==> src/rtl/tick_run_pkg.sv <==
package tick_run_pkg;
  typedef enum logic {
    ST_IDLE = 1'b0,
    ST_RUN  = 1'b1
  } run_state_t;
endpackage

==> src/rtl/sync_edge.sv <==
module sync_edge #(
  parameter int STAGES = 2
) (
  input  logic clk,
  input  logic rst,
  input  logic d,
  output logic rise
);
  localparam int LAST = STAGES;

  logic [LAST:0] sr;

  always_ff @(posedge clk) begin
    if (rst) sr <= '0;
    else     sr <= {sr[LAST-1:0], d};
  end

  assign rise = sr[LAST-1] & ~sr[LAST];

  // a detected edge is a single-cycle pulse
  a_r3_one_cycle_pulse: assert property (@(posedge clk) disable iff (rst)
    rise |=> !rise);
endmodule

==> src/rtl/run_ctrl.sv <==
module run_ctrl
  import tick_run_pkg::*;
#(
  parameter int WIDTH  = 8,
  parameter int MODULO = 50
) (
  input  logic             clk,
  input  logic             rst,
  input  logic             start_pls,
  input  logic             tick_pls,
  output logic             idle,
  output logic [WIDTH-1:0] cnt
);
  localparam logic [WIDTH-1:0] TOP = WIDTH'(MODULO - 1);

  run_state_t st;

  always_ff @(posedge clk) begin
    if (rst) begin
      st  <= ST_IDLE;
      cnt <= '0;
    end else begin
      case (st)
        ST_IDLE: if (start_pls) st <= ST_RUN;
        ST_RUN: if (tick_pls) begin
          if (cnt == TOP) begin
            cnt <= '0;
            st  <= ST_IDLE;
          end else begin
            cnt <= cnt + 1'b1;
          end
        end
        default: st <= ST_IDLE;
      endcase
    end
  end

  assign idle = (st == ST_IDLE);

  // the last step wraps to zero and returns to idle
  a_r4_wrap: assert property (@(posedge clk) disable iff (rst)
    (st == ST_RUN && tick_pls && cnt == TOP) |=> (cnt == '0 && idle));
  // one step per enabled cycle
  a_r3_step: assert property (@(posedge clk) disable iff (rst)
    (st == ST_RUN && tick_pls && cnt != TOP) |=> (cnt == WIDTH'($past(cnt) + 1'b1)));
  // no step without an edge
  a_r3_hold: assert property (@(posedge clk) disable iff (rst)
    !tick_pls |=> $stable(cnt));
  // idle reads zero and the count stays below the modulo
  a_r8_bounds: assert property (@(posedge clk) disable iff (rst)
    (cnt < TOP + 1'b1) && (!idle || cnt == '0));
  // start while running keeps the run
  a_r7_start_ignored: assert property (@(posedge clk) disable iff (rst)
    (st == ST_RUN && start_pls && !tick_pls) |=> (st == ST_RUN && $stable(cnt)));
endmodule

==> src/rtl/tick_run_counter.sv <==
module tick_run_counter #(
  parameter int WIDTH     = 8,
  parameter int MODULO    = 50,
  parameter int SYNC_STGS = 2
) (
  input  logic             clk,
  input  logic             rst,
  input  logic             tick_in,
  input  logic             start_in,
  output logic             ready,
  output logic [WIDTH-1:0] count
);
  localparam int N_IN = 2;

  logic [N_IN-1:0] raw_in;
  logic [N_IN-1:0] rise_out;

  assign raw_in = {start_in, tick_in};

  for (genvar g = 0; g < N_IN; g++) begin : g_sync
    sync_edge #(.STAGES(SYNC_STGS)) u_se (
      .clk  (clk),
      .rst  (rst),
      .d    (raw_in[g]),
      .rise (rise_out[g])
    );
  end

  run_ctrl #(.WIDTH(WIDTH), .MODULO(MODULO)) u_ctrl (
    .clk       (clk),
    .rst       (rst),
    .start_pls (rise_out[1]),
    .tick_pls  (rise_out[0]),
    .idle      (ready),
    .cnt       (count)
  );

  // reset forces idle and a zero count
  a_r1_reset: assert property (@(posedge clk)
    rst |=> (ready && count == '0));
endmodule

==> config.mk <==
export PLATFORM = sky130hd
export DESIGN_NAME = tick_run_counter
export DESIGN_NICKNAME = d
export VERILOG_FILES = /design/src/rtl/tick_run_pkg.sv /design/src/rtl/sync_edge.sv /design/src/rtl/run_ctrl.sv /design/src/rtl/tick_run_counter.sv
export SDC_FILE = /design/constraint.sdc
export NUM_CORES = 1
export LEC_CHECK = 0
export BUFFER_PORTS_ARGS = -buffer_cell sky130_fd_sc_hd__buf_4
export CORE_AREA = 4 4 41 43
export DETAILED_ROUTE_END_ITERATION = 10
export DIE_AREA = 0 0 45 47
export GPL_ROUTABILITY_DRIVEN = 1
export PLACE_DENSITY_LB_ADDON = 0.15
export SYNTH_ARGS = -nofsm -noshare
export SYNTH_HDL_FRONTEND = slang
export SYNTH_SLANG_ARGS = --single-unit
==> constraint.sdc <==
create_clock -name clk -period 2 [get_ports clk]
set_clock_uncertainty 0.1 [all_clocks]
set_input_delay 0.1 -clock clk [delete_from_list [all_inputs] [get_ports clk]]
set_output_delay 0.1 -clock clk [all_outputs]
set_load 0.02 [all_outputs]
Word-level counts from Yosys, hierarchy flattened:

Index checks and enable logic that the tools add are counted.

* bits in registers: 15
* input bits: 4
* bits in writable memories: 0
* ROM bits: 0
* latch bits: 0
* memories kept: 0
* output and inout bits: 9
* logic and storage cells: 17

* magnitude comparators: 0
* multiply operators: 0
* div/mod/pow operators: 0
* equal/unequal tests: 1
* reductions and logical operators: 1
* add/subtract/negate cells: 1
* shift operators: 0
* bitwise operators: 5
* multiplexer cells: 5

Operators with widths (number)
* $add A8 B1 Y8 const B: 1
* $eq A8 B6 Y1 const B: 1
* $mux W8: 1
* $mux W1: 3
* $not A1 Y1: 3
* $and A1 B1 Y1: 2
* $pmux W1 S2: 1
* $reduce_and A2 Y1: 1

Logic depth before layout (Yosys ltp):

Gate-level depths: netlist of run 1.

* depth after elaboration: 4
* depth in mapped cells: 6
* gate-level depth less buffers: 5

Hierarchy:

Synthesis of run 1 repeated with hierarchy kept, for this count alone.

* cells, all modules: 63
* area, all modules: 600.6 µm²

By module, submodules not included
* run_ctrl: cells an instance 49, times used 1, sequential area each 180.2 µm², area each 425.4 µm²
* sync_edge: cells an instance 7, times used 2, sequential area each 60.1 µm², area each 87.6 µm²

Worst setup path before layout of run 1:

Ideal clock, no wire load.

* path kind: register to register
* from: reg u_ctrl.cnt[0]
* to: reg u_ctrl.cnt[6]
* data arrival time: 1486 ps
* library setup time: 70 ps
* path slack: 344 ps
* required time: 1830 ps
* clock period less this slack: 1656 ps
* path buffers: 0
* stages on the path, launching flop included: 5
* cells stage by stage: dfxtp_1 -> ha_1 -> nand4b_2 -> or4_1 -> a21oi_1

* word-level cells in the longest chain between the ends: 2

Ends and longest elaborated chain
* from (decl): RTL line run_ctrl.sv:12 `output logic [WIDTH-1:0] cnt`
* from (signal assigned): RTL line run_ctrl.sv:30 `cnt <= cnt + 1'b1;`
* $add A8 B1 Y8 / $eq A8 B6 Y1 (equally long branches): RTL line run_ctrl.sv:30, run_ctrl.sv:26
* $mux W8 (*): RTL line run_ctrl.sv:26 `if (cnt == TOP) begin`

Every way passes the cells marked *; elsewhere a longest branch is shown, timed or not.
A chain may end at the register's enable or synchronous reset.

Worst setup path in the final report of run 1:

Same ends and word-level chain as after synthesis.

==> flow_summary.json, run 1 <==
{
  "post-place-ws_ps": 391,
  "r2r-start": "u_ctrl.cnt[0]$_SDFFE_PP0P_",
  "htree_levels": 1,
  "slew_headroom_pct": 83.0,
  "final_common_cell": "dfxtp_1",
  "cts_resized": 0,
  "cts.path.max_buffers": 2,
  "yosys.area_share.adder_pct": 4.07,
  "cp_max_fo": 6,
  "num_rows": 13,
  "grt_start_max_net_pins": 10,
  "powerDensity_nw_per_um2": 640,
  "antenna_cells": 0,
  "max_clock_freq_ghz": 0.617,
  "worstSetupPathType": "flip-flop to flip-flop",
  "synth-seq-area-share_pct": 48.8,
  "drive_above_1_share_pct": 28.7,
  "r2r_cells": 4,
  "wl_per_cell_um": 11.8,
  "vias": 508,
  "fillers": 127,
  "cts_root_buffer": "clkbuf_4",
  "holdPathStages": 1,
  "startpoint_type": "flip-flop",
  "dpl_cell_area_um2": 719,
  "cts_tree": "done",
  "via_per_inst": 5.35,
  "grt_pass1_wl_um": 1980,
  "min_from": "g_sync[0].u_se.sr[0]$_SDFF_PP0_",
  "io_buffer_count": 12,
  "clkLatencyLatePin_ps": 270,
  "first_pass_iters": 3,
  "max_cap_violations": 0,
  "die_area_um2": 2120,
  "regArea_um2": 300,
  "synthesis.nets": 67,
  "met3_length_um": 62,
  "syn_area_per_cell_um2": 10.1,
  "yosysUniqueCellTypes": 27,
  "gr-total-overflow": 0,
  "rsz0062_at_grt": "no",
  "fin_ws_ps": 381,
  "final_area_um2": 786,
  "die_w_um": 45,
  "synthMuxAreaShare_pct": 0,
  "dr_wl_met2_um": 522,
  "cts.sinks": 15,
  "syn_area_um2": 616,
  "finalHoldViolCount": 0,
  "drv_slew": 0,
  "r2r_setup_slack_ps": 380,
  "grt_pass1_vias": 472,
  "synth.largest_area_cell": "dfxtp_1",
  "start_util_pct": 47.3,
  "arrival_ps": 1730,
  "core_um2": 1300,
  "drtIter0Drc": 3,
  "p_leak_nw": 0.330,
  "peakVddDrop_mv": 0.448,
  "clk_pin_slew_ps": 80,
  "drc": 0,
  "synth_compound_area_share_pct": 13.4,
  "synth_top_family_by_area": "simple AND/OR/NAND/NOR gates",
  "reg2reg_to": "u_ctrl.cnt[6]$_SDFFE_PP0P_",
  "multi_input_area_um2": 299,
  "p_total_mw": 0.503,
  "layout_common_cells": "15 x dfxtp_1, 12 x buf_4, 6 x nor2b_1",
  "die_height_um": 47,
  "tightest_slew_ps": 253,
  "min_to": "g_sync[0].u_se.sr[1]$_SDFF_PP0_",
  "synth_xor_area_share_pct": 2.85,
  "top_layer": "met4",
  "yosys_warnings": 0,
  "synth_top_area_share_pct": 48.8,
  "numCtsBuffers": 3,
  "synth_simple_gate_area_share_pct": 28.3,
  "synthTopCellsByArea": "dfxtp_1 49%, nor2b_1 6.1%, a21oi_1 4.1%",
  "synthCells": 61,
  "ys_seq_elements": 15,
  "wirelength_um": 1120,
  "hp-class": "flip-flop to flip-flop",
  "outcome": "complete, no violations",
  "finalSetupTns_ps": 0,
  "num_io_pins": 13,
  "finalSetupViolCount": 0,
  "fin_crit_ps": 1620,
  "grt_util_all_layers_pct": 13.3,
  "synthToLayoutAreaGrowth_pct": 27.6,
  "worstPathRequired_ps": 2110,
  "ant_nets": 0,
  "finalCritPeriodShare_pct": 81.0,
  "critPathCaptureType": "flip-flop",
  "wl_met1_um": 503,
  "gp_congestion": 0.676,
  "fin_nets": 87,
  "antenna_found_initial": 0
}
## per-stage QoR
step | hold WS (ps) | utilization (%) | cells
3_5_place_dp | 218 | 55.3 | 87
3_3_place_gp | 210 | 55.3 | 87
6_report | 343 | 60.4 | 95
2_1_floorplan | 71.6 | - | 61
4_1_cts | 346 | 60.4 | 95
5_1_grt | 373 | 60.4 | 95
## critical path, cell delays in order, from the launching register on
cell and delay (ps):
dfxtp_1 450, ha_1 200, nand4b_2 170, or4_1 490, a21oi_1 140
## synth_stat cells
library cell / number
nor2_1: 3
or4_4: 1
xnor2_1: 1
and3_1: 1
ha_1: 2
nand2b_1: 1
or4_1: 2
nand2_1: 2
or3_1: 1
buf_2: 1
a21oi_1: 5
inv_1: 3
and3b_2: 1
xor2_1: 1
nor4_1: 1
a31o_2: 1
o21ai_0: 2
or3_2: 1
dfxtp_1: 15
nand3b_2: 1
nand4_2: 1
a211oi_1: 1
nand4b_2: 1
o31ai_1: 3
nor2b_1: 6
a21oi_2: 1
nand3_1: 2
## logic make-up after synthesis
group / after synthesis
AO/OA/AOI/OAI: 13
AND/OR/NAND/NOR: 25
XOR/XNOR: 2
adder cells (fa/ha/maj): 2
flip-flops: 15
buffers and inverters: 4
## metal layers
metal | vias to the layer above | global-route usage (%)
li1 | 260 | -
met1 | 233 | 14.2
met2 | 11 | 23.7
met3 | 4 | 2.68
met4 | 0 | 8.77
met5 | - | 0
## state kept, by name (all words and copies together) (netlist names)
name and cells:
u_ctrl.cnt 8, g_sync.u_se.sr 6, u_ctrl.st 1
## where the power goes
part	switching (mW)	total, mW	internal [mW]	leakage [nW]
registers	0.00426	0.309	0.305	0.122
clock network	0.0879	0.165	0.0773	0.0150
logic	0.0119	0.0285	0.0166	0.193
## worst max-delay path by stage
stage | endpoint | start | slack (ps) | cells past startpoint
after detailed placement | u_ctrl.cnt[6]$_SDFFE_PP0P_ | u_ctrl.cnt[0]$_SDFFE_PP0P_ | 390 | 4
after CTS | u_ctrl.cnt[6]$_SDFFE_PP0P_ | u_ctrl.cnt[0]$_SDFFE_PP0P_ | 360 | 4
after global placement | u_ctrl.cnt[6]$_SDFFE_PP0P_ | u_ctrl.cnt[0]$_SDFFE_PP0P_ | 430 | 4
after global routing | u_ctrl.cnt[6]$_SDFFE_PP0P_ | u_ctrl.cnt[0]$_SDFFE_PP0P_ | 230 | 4
final | u_ctrl.cnt[6]$_SDFFE_PP0P_ | u_ctrl.cnt[0]$_SDFFE_PP0P_ | 380 | 4
after floorplan | u_ctrl.cnt[6]$_SDFFE_PP0P_ | u_ctrl.cnt[0]$_SDFFE_PP0P_ | 340 | 4
## what timing repair did
action,CTS,global route
hold buffers,4,0
buffers inserted,0,0
endpoints found under the hold margin,6,0
## cell type report
class / instances / area share, %
Timing Repair Buffer: 16 / 16.6
Inverter: 3 / 1.43
Multi-Input combinational cell: 42 / 38.1
Clock buffer: 4 / 3.34
Tap cell: 15 / 2.39
Sequential cell: 15 / 38.2
No activity file was read; power rests on OpenSTA's default activity.
==> inputs of run 2 (changes only) <==
--- a/config.mk
+++ b/config.mk
@@ -5,10 +5,11 @@
 export SDC_FILE = /design/constraint.sdc
 export NUM_CORES = 1
 export LEC_CHECK = 0
+export ABC_AREA = 1
 export BUFFER_PORTS_ARGS = -buffer_cell sky130_fd_sc_hd__buf_4
-export CORE_AREA = 4 4 41 43
+export CORE_MARGIN = 4
+export CORE_UTILIZATION = 46
 export DETAILED_ROUTE_END_ITERATION = 10
-export DIE_AREA = 0 0 45 47
 export GPL_ROUTABILITY_DRIVEN = 1
 export PLACE_DENSITY_LB_ADDON = 0.15
 export SYNTH_ARGS = -nofsm -noshare
==> constraint.sdc (replaced) <==
create_clock -name clk -period 1.4 [get_ports clk]
set_clock_uncertainty 0.1 [all_clocks]
set_input_delay 0.07 -clock clk [delete_from_list [all_inputs] [get_ports clk]]
set_output_delay 0.07 -clock clk [all_outputs]
set_load 0.02 [all_outputs]
==> run 2 against run 1 <==
Register-to-register slack got worse by 210 ps. Design area rose by 9.2%. Synthesized cell count grew 41%. Largest power group unchanged.
==> flow_summary.json, run 2 <==
{
  "grt_start_max_net_pins": 10,
  "yosys_warnings": 0,
  "hp-class": "flip-flop to flip-flop",
  "grt_util_all_layers_pct": 14.8,
  "synthesis.nets": 92,
  "finalHoldViolCount": 0,
  "die_area_um2": 2120,
  "finalSetupViolCount": 0,
  "drv_slew": 0,
  "worstPathRequired_ps": 1530,
  "arrival_ps": 1440,
  "grt_pass1_vias": 527,
  "finalSetupTns_ps": 0,
  "slew_headroom_pct": 84.7,
  "die_height_um": 46.0,
  "crit_path_frequent_cell": "dlygate4sd3_1",
  "post-place-ws_ps": 89.9,
  "yosysUniqueCellTypes": 18,
  "ys_top_cells_by_count": "17 x inv_1, 17 x nor2_1, 15 x dfxtp_1",
  "antenna_found_initial": 0,
  "cts_root_buffer": "clkbuf_4",
  "largest_reg_flops": 8,
  "path_depth": 4,
  "outcome": "complete, no violations",
  "wirelength_um": 1250,
  "top_register": "u_ctrl.cnt",
  "vias": 561,
  "ys_async_sr_fraction_pct": 0,
  "r2r_setup_slack_ps": 170,
  "gp_congestion": 0.733,
  "r2r-start": "u_ctrl.cnt[1]$_SDFFE_PP0P_",
  "p_leak_nw": 0.380,
  "max_cap_violations": 0,
  "num_rows": 13,
  "peakVddDrop_mv": 0.574,
  "syn_area_per_cell_um2": 7.74,
  "synth_top_area_share_pct": 45.1,
  "wl_per_cell_um": 10.2,
  "syn_area_um2": 666,
  "die_w_um": 46.0,
  "finalCritPeriodShare_pct": 93.5,
  "synth.largest_area_cell": "dfxtp_1",
  "layout_common_cells": "17 x inv_1, 17 x nor2_1, 13 x dfxtp_1, 13 x buf_4, 10 x nand2_1",
  "fin_crit_ps": 1310,
  "drive_above_1_share_pct": 27.1,
  "fin_ws_ps": 90.9,
  "num_io_pins": 13,
  "startpoint_type": "input port",
  "grt_pass1_wl_um": 2180,
  "synth_edf_count": 0,
  "critPathLaunch": "rst",
  "cp_slowest_cell": "dlygate4sd3_1",
  "drtIter0Drc": 7,
  "holdWs_ps": 306,
  "cp_cell_sequence": "dlygate4sd3_1 > buf_4 > nor2_1 > dlygate4sd3_1",
  "ant_nets": 0,
  "reg_top3": "u_ctrl.cnt x8, g_sync.u_se.sr x6, u_ctrl.st x1",
  "synthToLayoutAreaGrowth_pct": 28.9,
  "r2r_cells": 6,
  "cts.sinks": 15,
  "cp_max_fo": 9,
  "powerDensity_nw_per_um2": 864,
  "worstSetupPathType": "input port to flip-flop",
  "crit_buf_inv": 3,
  "dp_hpwl_um": 925,
  "max_clock_freq_ghz": 0.764,
  "numCtsBuffers": 3,
  "crit_family": "buffers and inverters",
  "cp-endpoint": "g_sync[0].u_se.sr[0]$_SDFF_PP0_",
  "fin_nets": 114,
  "tightest_slew_ps": 229,
  "synthTopCellsByArea": "dfxtp_1 45%, inv_1 9.6%, nor2_1 9.6%",
  "antenna_cells": 0,
  "drc": 0,
  "htree_levels": 1,
  "critPathCaptureType": "flip-flop",
  "clkLatencyLatePin_ps": 290,
  "via_per_inst": 4.60,
  "gr-total-overflow": 0,
  "cts.path.max_buffers": 2,
  "dpl_cell_area_um2": 778,
  "core_um2": 1330,
  "ys_dominant_reg_cell": "dfxtp_1",
  "first_pass_iters": 4,
  "cpPeakStageDelay_ps": 550,
  "clk_pin_slew_ps": 90,
  "post-route-util_pct": 64.4,
  "rsz0062_at_grt": "no",
  "start_util_pct": 49.9,
  "final_area_um2": 858,
  "ys_seq_elements": 15,
  "synthCells": 86,
  "reg2reg_to": "u_ctrl.cnt[6]$_SDFFE_PP0P_",
  "synth-seq-area-share_pct": 45.1,
  "cts_tree": "done",
  "io_buffer_count": 12
}
run 2: changes by cell type after synthesis, sizes merged, moves of 6 or more:
| cell | delta |
|---|---|
| nand3 | +8 |
| nor2b | -6 |
| inv | +15 |
| a21oi | -6 |
| nand2 | +9 |
| nor2 | +18 |
run 2: routing by layer:
layer	vias to the layer above	routed length [um]	share of wire (%)	global-route usage (%)
li1	301	-	-	-
met1	245	601	48	18.2
met2	10	550	44	22.0
met3	5	61	4.9	3.95
met4	0	36	2.9	10.2
met5	-	0	0	0
run 2: layout make-up:
cell class,instances,area (um^2)
Timing Repair Buffer,18,148
Multi-Input combinational cell,52,294
Clock inverter,1,5.00
Inverter,18,67.6
Clock buffer,3,22.5
Sequential cell,15,303
Fill cell,130,475
Tap cell,15,18.8
run 2: kinds of logic after synthesis:
| kind of cell | share of synthesized area (%) |
|---|---|
| AO/OA/AOI/OAI | 0.751 |
| adder cells (fa/ha/maj) | 3.76 |
| flip-flops | 45.1 |
| buffers and inverters | 10.7 |
| XOR/XNOR | 3.95 |
| AND/OR/NAND/NOR | 35.7 |
run 2: timing repair:
action | 4_1_cts | 5_1_grt
setup buffers | 0 | 0
setup endpoints to repair | 0 | 2
hold endpoints to repair | 8 | 0
hold buffers | 5 | 0
gates resized for setup | 0 | 2
run 2: tightest hold or removal path, delay by kind of cell (launching register included):
family | cells | cell delay (ps)
DFF | 1 | 310
and+or+nand+nor | 1 | 30
buffers and inverters | 1 | 40
run 2: worst min-delay path by stage:
stage                                    start                         endpoint  slack, ps  cells past startpoint
3_5_place_dp                          start_in  g_sync[1].u_se.sr[0]$_SDFF_PP0_        180                      3
4_1_cts        g_sync[1].u_se.sr[0]$_SDFF_PP0_  g_sync[1].u_se.sr[1]$_SDFF_PP0_        310                      2
3_3_place_gp                          start_in  g_sync[1].u_se.sr[0]$_SDFF_PP0_        170                      3
2_1_floorplan                          tick_in  g_sync[0].u_se.sr[0]$_SDFF_PP0_         80                      2
6_report       g_sync[1].u_se.sr[0]$_SDFF_PP0_  g_sync[1].u_se.sr[1]$_SDFF_PP0_        310                      2
5_1_grt        g_sync[1].u_se.sr[0]$_SDFF_PP0_  g_sync[1].u_se.sr[1]$_SDFF_PP0_        330                      2
run 2: metrics by stage:
step	cells	total power, mW
2_1_floorplan	86	0.473
5_1_grt	122	0.775
6_report	122	0.741
3_3_place_gp	113	0.487
4_1_cts	122	0.747
3_5_place_dp	113	0.488
run 2: where the power goes:
part	switching (mW)	internal, mW	leakage (nW)	total, mW
Sequential	0.00487	0.436	0.123	0.440
Combinational	0.0234	0.0249	0.239	0.0483
Clock	0.146	0.106	0.0177	0.252
Total	0.175	0.567	0.380	0.741
